### src/rtl/sum_addr_wl_decoder.sv
module sum_addr_wl_decoder #(
  parameter int N = 4
) (
  input  logic              en,
  input  logic [N-1:0]      base_op,
  input  logic [N-1:0]      offset_op,
  output logic [(1<<N)-1:0] wl
);
  localparam int ROWS = 1 << N;

  logic [N-1:0] p;
  logic [N-2:0] g;

  assign p = base_op ^ offset_op;
  assign g = base_op[N-2:0] & offset_op[N-2:0];

  for (genvar r = 0; r < ROWS; r++) begin : g_row
    localparam int unsigned KR = r;
    logic [N-1:0] agree;

    for (genvar i = 0; i < N; i++) begin : g_bit
      logic req;
      assign req = KR[i] ? ~p[i] : p[i];
      if (i == 0) begin : g_lsb
        assign agree[i] = ~req;
      end else begin : g_upper
        logic gen_prev;
        assign gen_prev = KR[i-1] ? g[i-1] : (g[i-1] | p[i-1]);
        assign agree[i] = ~(req ^ gen_prev);
      end
    end

    assign wl[r] = en & (&agree);
  end

  always_comb begin
    if (en) begin
      p_onehot_r1: assert ($onehot(wl))
        else $error("R1: not one-hot");
      p_index_r6: assert (wl[N'(base_op + offset_op)])
        else $error("R6: wrong row matched");
      if (offset_op == '0) begin
        p_zero_offset_r4: assert (wl[base_op])
          else $error("R4: zero offset row");
      end
      if ({1'b0, base_op} + {1'b0, offset_op} >= (N+1)'(ROWS)) begin
        p_wrap_r3: assert ((wl >> base_op) == '0)
          else $error("R3: wrap row not below base");
      end
    end else begin
      p_idle_r2: assert (wl == '0)
        else $error("R2: line high while disabled");
    end
  end
endmodule

### config.mk
export PLATFORM = sky130hd
export DESIGN_NAME = sum_addr_wl_decoder
export DESIGN_NICKNAME = d
export VERILOG_FILES = /design/src/rtl/sum_addr_wl_decoder.sv
export SDC_FILE = /design/constraint.sdc
export NUM_CORES = 1
export LEC_CHECK = 0
export BUFFER_PORTS_ARGS = -buffer_cell sky130_fd_sc_hd__buf_4
export CORE_AREA = 5 5 42 44
export DETAILED_ROUTE_END_ITERATION = 10
export DIE_AREA = 0 0 47 49
export PLACE_DENSITY_LB_ADDON = 0.05
export SLEW_MARGIN = 20
export SYNTH_ARGS = -nofsm -noshare
export SYNTH_HDL_FRONTEND = slang
export SYNTH_SLANG_ARGS = --single-unit
### constraint.sdc
create_clock -name vclk -period 1.4
set_input_delay 0.28 -clock vclk [all_inputs]
set_output_delay 0.28 -clock vclk [all_outputs]
set_load 0.05 [all_outputs]
==> reports/metrics.yaml, run 1 <==
synth_cell_type_count: 11
syn_area_um2: 390
avgSynthCellArea_um2: 8.87
holdBufCountCts: 0
gp_congestion: 0.672
synth_fp_nets: 59
synthTopCellsByArea: "nor4_1 26%, ha_1 19%, xor3_2 13%, xnor3_2 12%, xnor2_1 9.0%"
chipWidth_um: 47
ys_warn_count: 0
port_buffers: 25
stop_stage: "4_1_cts"
cts_setup_buffers: 5
syn_inst: 44
error: "[ERROR DPL-0033] detailed placement checks failed during check placement."
synth.largest_area_cell: "nor4_1"
post_cts_resized: 39
io_pins: 25
ys_seq_area_share_pct: 0
dpl.hpwl_um: 1260
fp.dieH_um: 49
start_util_pct: 27.9
outcome: "aborted with a tool error"
rows: 14
synth_top_area_share_pct: 25.6
[stage by stage]
stage	instances	instance area, um^2	TNS (ps)	setup slack, ps
after global placement	87	1080	-7020	-450
after floorplan	44	861	-6340	-445
after detailed placement	87	1080	-7350	-486
[Yosys cell counts (all sizes together)]
library cell  count
ha                6
xnor3             2
buf               2
nand2b            1
inv               6
xnor2             4
nand2             1
xor2              4
nor4             16
xor3              2
[logic make-up after synthesis]
group | count (synthesis) | synth area share, %
buf+inv | 8 | 9.61
xor+xnor | 12 | 42.9
fa+ha+maj | 6 | 19.2
simple gates | 18 | 28.2
==> run 2, diff against run 1 <==
--- a/config.mk
+++ b/config.mk
@@ -6,10 +6,10 @@
 export NUM_CORES = 1
 export LEC_CHECK = 0
 export BUFFER_PORTS_ARGS = -buffer_cell sky130_fd_sc_hd__buf_4
-export CORE_AREA = 5 5 42 44
+export CORE_AREA = 5 5 66 68
 export DETAILED_ROUTE_END_ITERATION = 10
-export DIE_AREA = 0 0 47 49
-export PLACE_DENSITY_LB_ADDON = 0.05
+export DIE_AREA = 0 0 71 73
+export PLACE_DENSITY_LB_ADDON = 0.15
 export SLEW_MARGIN = 20
 export SYNTH_ARGS = -nofsm -noshare
 export SYNTH_HDL_FRONTEND = slang
==> constraint.sdc (replaced) <==
create_clock -name vclk -period 1.8
set_input_delay 0.36 -clock vclk [all_inputs]
set_output_delay 0.36 -clock vclk [all_outputs]
set_load 0.05 [all_outputs]
==> run 2 against run 1 <==
Compared with the run above:
- the flow now finishes, with violations (negative setup slack)
- synthesized cell count stayed put
- area after synthesis unchanged
==> reports/metrics.yaml, run 2 <==
outcome: "finished, violations left"
violations: "negative setup slack"
synth_cell_type_count: 11  # unchanged
synthTopCellsByArea: "nor4_1 26%, ha_1 19%, xor3_2 13%, xnor3_2 12%, xnor2_1 9.0%"
numSequentialCells: 0
dpl.hpwl_um: 1330  # +5.4%
synth-compound-area-share_pct: 0  # unchanged
synth_xor_area_share_pct: 42.9  # unchanged
crit_required_ps: 1440
critical_path_arrival_ps: 1530
grt_pass1_wl_um: 2610
dr_wl_met3_um: 97
core_um2: 3800
synthAdderAreaFrac_pct: 19.2  # unchanged
syn_area_um2: 390  # unchanged
p_per_area_nw_per_um2: 391
syn_inst: 44  # unchanged
synth_fp_nets: 59  # unchanged
finalNetCount: 91
die_area_um2: 5180
slew_violations: 0
synth_top_family_by_area: "XOR/XNOR gates"
avgRoutedWirePerCell_um: 12.4
nClkBuffers: 0
synth_mux_area_share_pct: 0  # unchanged
num_antenna_cells: 0
seq_area_um2: 0
ys_warn_count: 0  # unchanged
dp_slack_ps: -303  # +183 ps
p_total_uw: 513
yosys.area_share.simple_pct: 28.2  # unchanged
ir_drop_mv: 0.110
port_buffers: 25  # unchanged
endpoint_kind: "primary output"
top_layer: "met3"
synth_common_cells: "16 x nor4_1, 6 x ha_1, 6 x inv_1"
area_growth_pct: 236
wl_um: 1530
start_util_pct: 10.3  # -18 points
start_kind: "input port"
drt-pass1-iter-count: 2
grt_max_degree: 9
grtUsageTotal_pct: 6.23
ys_seq_area_share_pct: 0  # unchanged
synth.largest_area_cell: "nor4_1"
holdPathStages: 4
holdPathEnd: "wl[9]"
final_cell_mix: "19 x buf_6, 16 x nor4_4, 6 x buf_8, 6 x buf_4"
rsz0062_at_grt: "true"
fmax_mhz: 528
chipWidth_um: 71  # +51%
wl_met2_um: 803
dpl_cell_area_um2: 1100  # +2.1%
routed-via-count: 458
layout_commonest_cell: "buf_6"
fin_tns_setup_ps: -991
hold_class: "in2out"
drtIter0Drc: 7
drc_errors: 0
maxCapViolCount: 0
worstSetupPathType: "in2out"
fp.dieH_um: 73  # +49%
synth_top_area_share_pct: 25.6  # unchanged
io_pins: 25  # unchanged
fin_util_pct: 34.5
setup_viol: 16
rows: 23  # +9
drtAntennaViolNets: 0
vias_per_cell: 3.69
synth.most_common_cell: "nor4_1"
final.min_clock_period_ps: 1890
power_leakage_uw: 0.000457
grt_antenna_before_repair: 0
gp_congestion: 0.640  # -4.9%
avgSynthCellArea_um2: 8.87  # unchanged
relSlewSlack_pct: 76.2
holdBufCountCts: 0  # unchanged
grt-ovfl-total: 0
tightest_slew_ps: 356
grt_pass1_vias: 484
min_period_over_period_pct: 105
met1_length_um: 632
final_area_um2: 1310
layout_setup_ws_ps: -92.4
path_max_fanout: 4
drive_above_1_share_pct: 100
worstHoldStart: "en"
hold_violations: 0
run 2: cell counts after synthesis:
Identical to the previous run, type by type.
run 2: final cells by class:
cell class	count	area, um^2
multi-input cells	36	822
well taps	50	62.6
inverters	6	57.6
repair buffers	32	369
fillers	393	2490
run 2: how the worst max path moves through the flow:
stage               depth (start not counted)       start     end  slack (ps)
finish                                      8  base_op[2]   wl[0]         -90
global route                                8  base_op[2]   wl[1]        -150
CTS                                         6  base_op[2]   wl[2]        -120
detailed placement                          6  base_op[2]   wl[4]        -300
global placement                            6  base_op[2]  wl[12]        -260
floorplan                                   3  base_op[3]  wl[10]        -200
run 2: layer usage:
layer	vias up	global-route usage (%)
met5	-	0
met4	0	0
met3	0	0.826
met2	13	11.1
met1	218	8.53
li1	227	-
run 2: stage by stage:
stage               instances  hold WS (ps)
finish                    124          1200
CTS                       121          1220
global placement          120          1320
global route              124          1230
floorplan                  44          1000
detailed placement        120          1320
run 2: critical path: stages:
cell and delay, ps:
buf_12 100, inv_12 30, ha_4 250, buf_8 150
xnor2_4 150, buf_4 150, nor4_4 140, buf_6 190
run 2: logic make-up (layout without fill, tap and decap cells):
logic type	Yosys count	count (layout)
xor+xnor	12	12
fa+ha+maj	6	6
buf+inv	8	38
simple gates	18	18
run 2: what timing repair did:
item	CTS	global route
gates resized for setup	39	2
endpoints found under the hold margin	0	0
setup buffers	1	3
setup endpoints to repair	16	16
pin swaps	12	8
cloned	0	0
run 2: where the power goes:
part / switching, uW / internal [uW]
registers: 0 / 0
clock network: 0 / 0
logic: 297 / 216
total: 297 / 216
(Power assumes the default switching activity.)
==> run 3, diff against run 2 <==
--- a/config.mk
+++ b/config.mk
@@ -5,12 +5,12 @@
 export SDC_FILE = /design/constraint.sdc
 export NUM_CORES = 1
 export LEC_CHECK = 0
+export ABC_CLOCK_PERIOD_IN_PS = 1850
 export BUFFER_PORTS_ARGS = -buffer_cell sky130_fd_sc_hd__buf_4
 export CORE_AREA = 5 5 66 68
 export DETAILED_ROUTE_END_ITERATION = 10
 export DIE_AREA = 0 0 71 73
 export PLACE_DENSITY_LB_ADDON = 0.15
-export SLEW_MARGIN = 20
 export SYNTH_ARGS = -nofsm -noshare
 export SYNTH_HDL_FRONTEND = slang
 export SYNTH_SLANG_ARGS = --single-unit
==> constraint.sdc (replaced) <==
create_clock -name vclk -period 1.85
set_input_delay 0.37 -clock vclk [all_inputs]
set_output_delay 0.37 -clock vclk [all_outputs]
set_load 0.05 [all_outputs]
==> run 3 against run 2 <==
Compared with the run above:
- the run still ends with negative setup slack left
- clock-buffer cell count unchanged
- worst hold slack worse by 31 ps
- final cell count decreased by 0.81%
- critical path type unchanged
- largest power group unchanged
==> reports/metrics.yaml, run 3 (synthesis gave the netlist of run 2 again) <==
ir_drop_mv: 0.142  # +29%
vias_per_cell: 3.67  # -0.73%
slew_violations: 0  # unchanged
drive_above_1_share_pct: 100  # unchanged
tightest_slew_ps: 356  # -0.0150 ps
chipWidth_um: 71  # unchanged
grt-ovfl-total: 0  # unchanged
drc_errors: 0  # unchanged
avgRoutedWirePerCell_um: 12.0  # -2.5%
holdPathStages: 4  # unchanged
holdBufCountCts: 0  # unchanged
path_max_fanout: 4  # unchanged
drtIter0Drc: 5  # -2
numSequentialCells: 0  # unchanged
drt-pass1-iter-count: 2  # unchanged
pwr-share-comb_pct: 100.0  # about the same
swShare_pct: 58.1  # +0.20 points
grt_pass1_wl_um: 2660  # +2.1%
drtAntennaViolNets: 0  # unchanged
layout_setup_ws_ps: -65.4  # +26.9 ps
port_buffers: 25  # unchanged
routed-via-count: 451  # -1.5%
final.min_clock_period_ps: 1920
setup_viol: 14  # -2
core_um2: 3800  # unchanged
holdPathEnd: "wl[7]"
hold_violations: 0  # unchanged
grt_antenna_before_repair: 0  # unchanged
die_area_um2: 5180  # unchanged
area_growth_pct: 237
grt_pass1_vias: 505  # +4.3%
rows: 23  # unchanged
fmax_mhz: 522
relSlewSlack_pct: 76.3  # about the same
dpl.hpwl_um: 1310  # -1.5%
final_cell_mix: "19 x buf_6, 16 x nor4_4, 5 x buf_4"
endpoint_kind: "primary output"
rsz0062_at_grt: "true"
start_util_pct: 10.3  # unchanged
grtUsageTotal_pct: 6.29  # +0.057 points
critical_path_arrival_ps: 1550  # +20 ps
p_int_uw: 205  # -4.9%
fp.dieH_um: 73  # unchanged
dp_slack_ps: -264  # +39.0 ps
clkPwrFrac_pct: 0  # unchanged
seqPwrFrac_pct: 0  # unchanged
layout_commonest_cell: "buf_6"
seq_area_um2: 0  # unchanged
min_period_over_period_pct: 104
start_kind: "input port"
maxCapViolCount: 0  # unchanged
switchingPower_uw: 285  # -4.1%
outcome: "finished, violations left"
power_leakage_uw: 0.000455  # -0.26%
violations: "negative setup slack"
num_antenna_cells: 0  # unchanged
place_inst: 120  # unchanged
p_per_area_nw_per_um2: 373  # -4.6%
worstHoldStart: "en"
io_pins: 25  # unchanged
worstSetupPathType: "in2out"
grt_max_degree: 9  # unchanged
crit_required_ps: 1480  # +40 ps
gp_congestion: 0.640  # unchanged
instances_no_fill: 123  # -0.81%
nClkBuffers: 0  # unchanged
finalNetCount: 90  # -1.1%
hold_class: "in2out"
wl_um: 1480  # -3.3%
[run 3: cell types whose count changed in the layout (fill, tap and decap cells not counted)]
cell	before	now
buf_12	1	3
buf_8	6	4
buf_4	6	5
[run 3: area by class of cell]
class | instances | area, um^2
timing repair buffer | 31 | 372
inverter | 6 | 57.6
fill | 391 | 2480
multi-input combinational | 36 | 822
tap | 50 | 62.6
[run 3: what timing repair did]
| item | CTS | global route |
|---|---|---|
| buffers inserted | 1 | 2 |
| gates resized for setup | 38 | 2 |
| endpoints found under the hold margin | 0 | 0 |
| endpoints found under the setup margin | 16 | 16 |
| pin swaps | 14 | 10 |
[run 3: routing by layer]
layer	track usage [%]	share of wire, %	wire length, um
met5	0	0	0
met4	0	0	0
met3	0.964	6.2	92
met2	11.4	55	810
met1	8.37	39	579
[run 3: per-stage QoR]
step | area (um^2) | utilization, % | setup TNS [ps] | total power (uW) | hold slack [ps]
after floorplan | 861 | - | -2020 | 366 | 1020
after global placement | 1100 | 28.9 | -3300 | 437 | 1340
after detailed placement | 1100 | 28.9 | -3310 | 436 | 1330
after CTS | 1280 | 33.7 | -801 | 488 | 1240
after global routing | 1310 | 34.6 | -1290 | 520 | 1190
final | 1310 | 34.6 | -511 | 490 | 1170
[run 3: how the worst max path moves through the flow]
stage	startpoint	endpoint	slack, ps
3_3_place_gp	base_op[2]	wl[12]	-230
4_1_cts	base_op[2]	wl[10]	-90
5_1_grt	base_op[2]	wl[10]	-130
3_5_place_dp	base_op[2]	wl[4]	-260
6_report	base_op[2]	wl[10]	-70
2_1_floorplan	base_op[3]	wl[10]	-170
[run 3: critical path, cell delays in order]
cell and delay, ps:
buf_12 110, inv_12 40, ha_4 120, xor3_2 370, nor4_4 320, buf_6 200
[run 3: power by group through the flow]
stage	sequential (uW)	clock [uW]	combinational (uW)
2_1_floorplan	0	0	366
3_3_place_gp	0	0	437
3_5_place_dp	0	0	436
4_1_cts	0	0	488
5_1_grt	0	0	520
6_report	0	0	490
==> run 4, diff against run 3 <==
--- a/config.mk
+++ b/config.mk
@@ -5,12 +5,13 @@
 export SDC_FILE = /design/constraint.sdc
 export NUM_CORES = 1
 export LEC_CHECK = 0
-export ABC_CLOCK_PERIOD_IN_PS = 1850
+export ABC_CLOCK_PERIOD_IN_PS = 2500
 export BUFFER_PORTS_ARGS = -buffer_cell sky130_fd_sc_hd__buf_4
 export CORE_AREA = 5 5 66 68
 export DETAILED_ROUTE_END_ITERATION = 10
 export DIE_AREA = 0 0 71 73
 export PLACE_DENSITY_LB_ADDON = 0.15
+export SETUP_SLACK_MARGIN = 0.5
 export SYNTH_ARGS = -nofsm -noshare
 export SYNTH_HDL_FRONTEND = slang
 export SYNTH_SLANG_ARGS = --single-unit
==> constraint.sdc (replaced) <==
create_clock -name vclk -period 2.5
set_input_delay 0.5 -clock vclk [all_inputs]
set_output_delay 0.5 -clock vclk [all_outputs]
set_load 0.05 [all_outputs]
==> run 4 against run 3 <==
Compared with the run above:
- the flow now finishes without violations
- sequential share of layout area is the same
- die area is the same
- final cell count grew 6.5%
- combinational power shrank 20%
- via count grew 10%
- utilization grew 1.3 points
- first-iteration DRC count grew to 2.6 times the previous value
- wire length grew 10%
- power shrank 20%
- sequential cell count is the same
==> reports/metrics.yaml, run 4 (synthesis gave the netlist of run 2 again) <==
fin_tns_setup_ps: 0  # +511 ps
avgRoutedWirePerCell_um: 12.5  # +3.5%
tightest_slew_ps: 492  # +136 ps
dpl_cell_area_um2: 1090  # -0.68%
worstSetupPathType: "in2out"
final_area_um2: 1360  # +3.6%
area_growth_pct: 249
chipWidth_um: 71  # unchanged
vias_per_cell: 3.80  # +3.7%
multi_input_area_um2: 792  # -3.7%
io_pins: 25  # unchanged
critical_path_arrival_ps: 1690  # +140 ps
rsz0062_at_grt: "true"
clkPwrFrac_pct: 0  # unchanged
drtIter0Drc: 13  # +8
layout_setup_ws_ps: 309  # +374 ps
power_leakage_uw: 0.000499  # +9.5%
finalNetCount: 98  # +8.9%
fmax_mhz: 456
p_int_uw: 175  # -15%
switchingPower_uw: 216  # -24%
p_per_area_nw_per_um2: 287  # -23%
start_util_pct: 10.3  # unchanged
drt-pass1-iter-count: 2  # unchanged
drive_above_1_share_pct: 100  # unchanged
dpl.hpwl_um: 1330  # +1.3%
core_um2: 3800  # unchanged
final_cell_mix: "21 x buf_6, 16 x nor4_4, 9 x buf_4"
grt_pass1_vias: 551  # +9.1%
pwr-share-comb_pct: 100.0  # about the same
layout_commonest_cell: "buf_6"
grt_antenna_before_repair: 0  # unchanged
grt-ovfl-total: 0  # unchanged
wl_um: 1630  # +10%
hold_class: "in2out"
grtUsageTotal_pct: 6.60  # +0.31 points
path_max_fanout: 4  # unchanged
gp_congestion: 0.647  # +1.2%
setup_viol: 0  # -14
start_kind: "input port"
endpoint_kind: "primary output"
num_antenna_cells: 0  # unchanged
seq_area_um2: 0  # unchanged
drc_errors: 0  # unchanged
fin_util_pct: 35.8  # +1.3 points
slew_violations: 0  # unchanged
hold_violations: 0  # unchanged
relSlewSlack_pct: 67.2  # -9.1 points
port_buffers: 25  # unchanged
holdBufCountCts: 0  # unchanged
swShare_pct: 55.3  # -2.8 points
fp.dieH_um: 73  # unchanged
grt_pass1_wl_um: 2820  # +6.0%
final.min_clock_period_ps: 2190
dp_slack_ps: 129  # +393 ps
ir_drop_mv: 0.0866  # -39%
holdPathStages: 5  # +1
outcome: "finished clean"
min_period_over_period_pct: 87.6
grt_max_degree: 9  # unchanged
crit_required_ps: 2000  # +520 ps
hold_slack_ps: 1530  # +354 ps
drtAntennaViolNets: 0  # unchanged
rows: 23  # unchanged
routed-via-count: 498  # +10%
maxCapViolCount: 0  # unchanged
seqPwrFrac_pct: 0  # unchanged
nClkBuffers: 0  # unchanged
nFillCells: 377  # -3.6%
numSequentialCells: 0  # unchanged
die_area_um2: 5180  # unchanged
==> run 4: changes by cell type in the layout (fill, tap and decap cells not counted) <==
cell	previous run	this run
buf_12	3	2
buf_4	5	9
buf_6	19	21
buf_8	4	7
ha_2	2	3
ha_4	4	3
nand2_4	0	1
nand2_8	1	0
xor2_2	0	1
xor2_4	4	3
==> run 4: power groups by stage <==
stage	clock network (uW)	registers, uW	logic (uW)
after floorplan	0	0	271
after global placement	0	0	325
after detailed placement	0	0	325
after CTS	0	0	382
after global routing	0	0	412
final	0	0	391
==> run 4: stage by stage <==
step / power, uW / std cells
6_report: 391 / 131
5_1_grt: 412 / 131
4_1_cts: 382 / 127
3_5_place_dp: 325 / 119
3_3_place_gp: 325 / 119
2_1_floorplan: 271 / 44
==> run 4: path summary, 6_finish.rpt <==
check	slack, ps	startpoint	to
hold / removal	1530	en	wl[14]
setup / recovery	310	offset_op[2]	wl[7]
==> run 4: layout make-up <==
| class | count | area share, % |
|---|---|---|
| inverter | 6 | 4.23 |
| multi-input combinational | 36 | 58.2 |
| tap | 50 | 4.60 |
| timing repair buffer | 39 | 33.0 |
==> run 4: repair_timing <==
item,CTS,global route
resized for setup,34,5
setup endpoints to repair,16,16
setup buffers,8,4
pin swaps,17,8
==> run 4: worst max-delay path, cell delays in order <==
cell,delay (ps)
buf_8,100
inv_4,40
ha_4,210
buf_8,140
xnor2_4,170
buf_4,160
nor4_4,160
buf_6,200
==> run 4: routing by layer <==
layer | GRT usage (%) | part of all wire [%] | vias up
li1 | - | - | 242
met1 | 8.03 | 39 | 243
met2 | 13.1 | 56 | 13
met3 | 0.826 | 4.7 | 0
met4 | 0 | 0 | 0
met5 | 0 | 0 | -
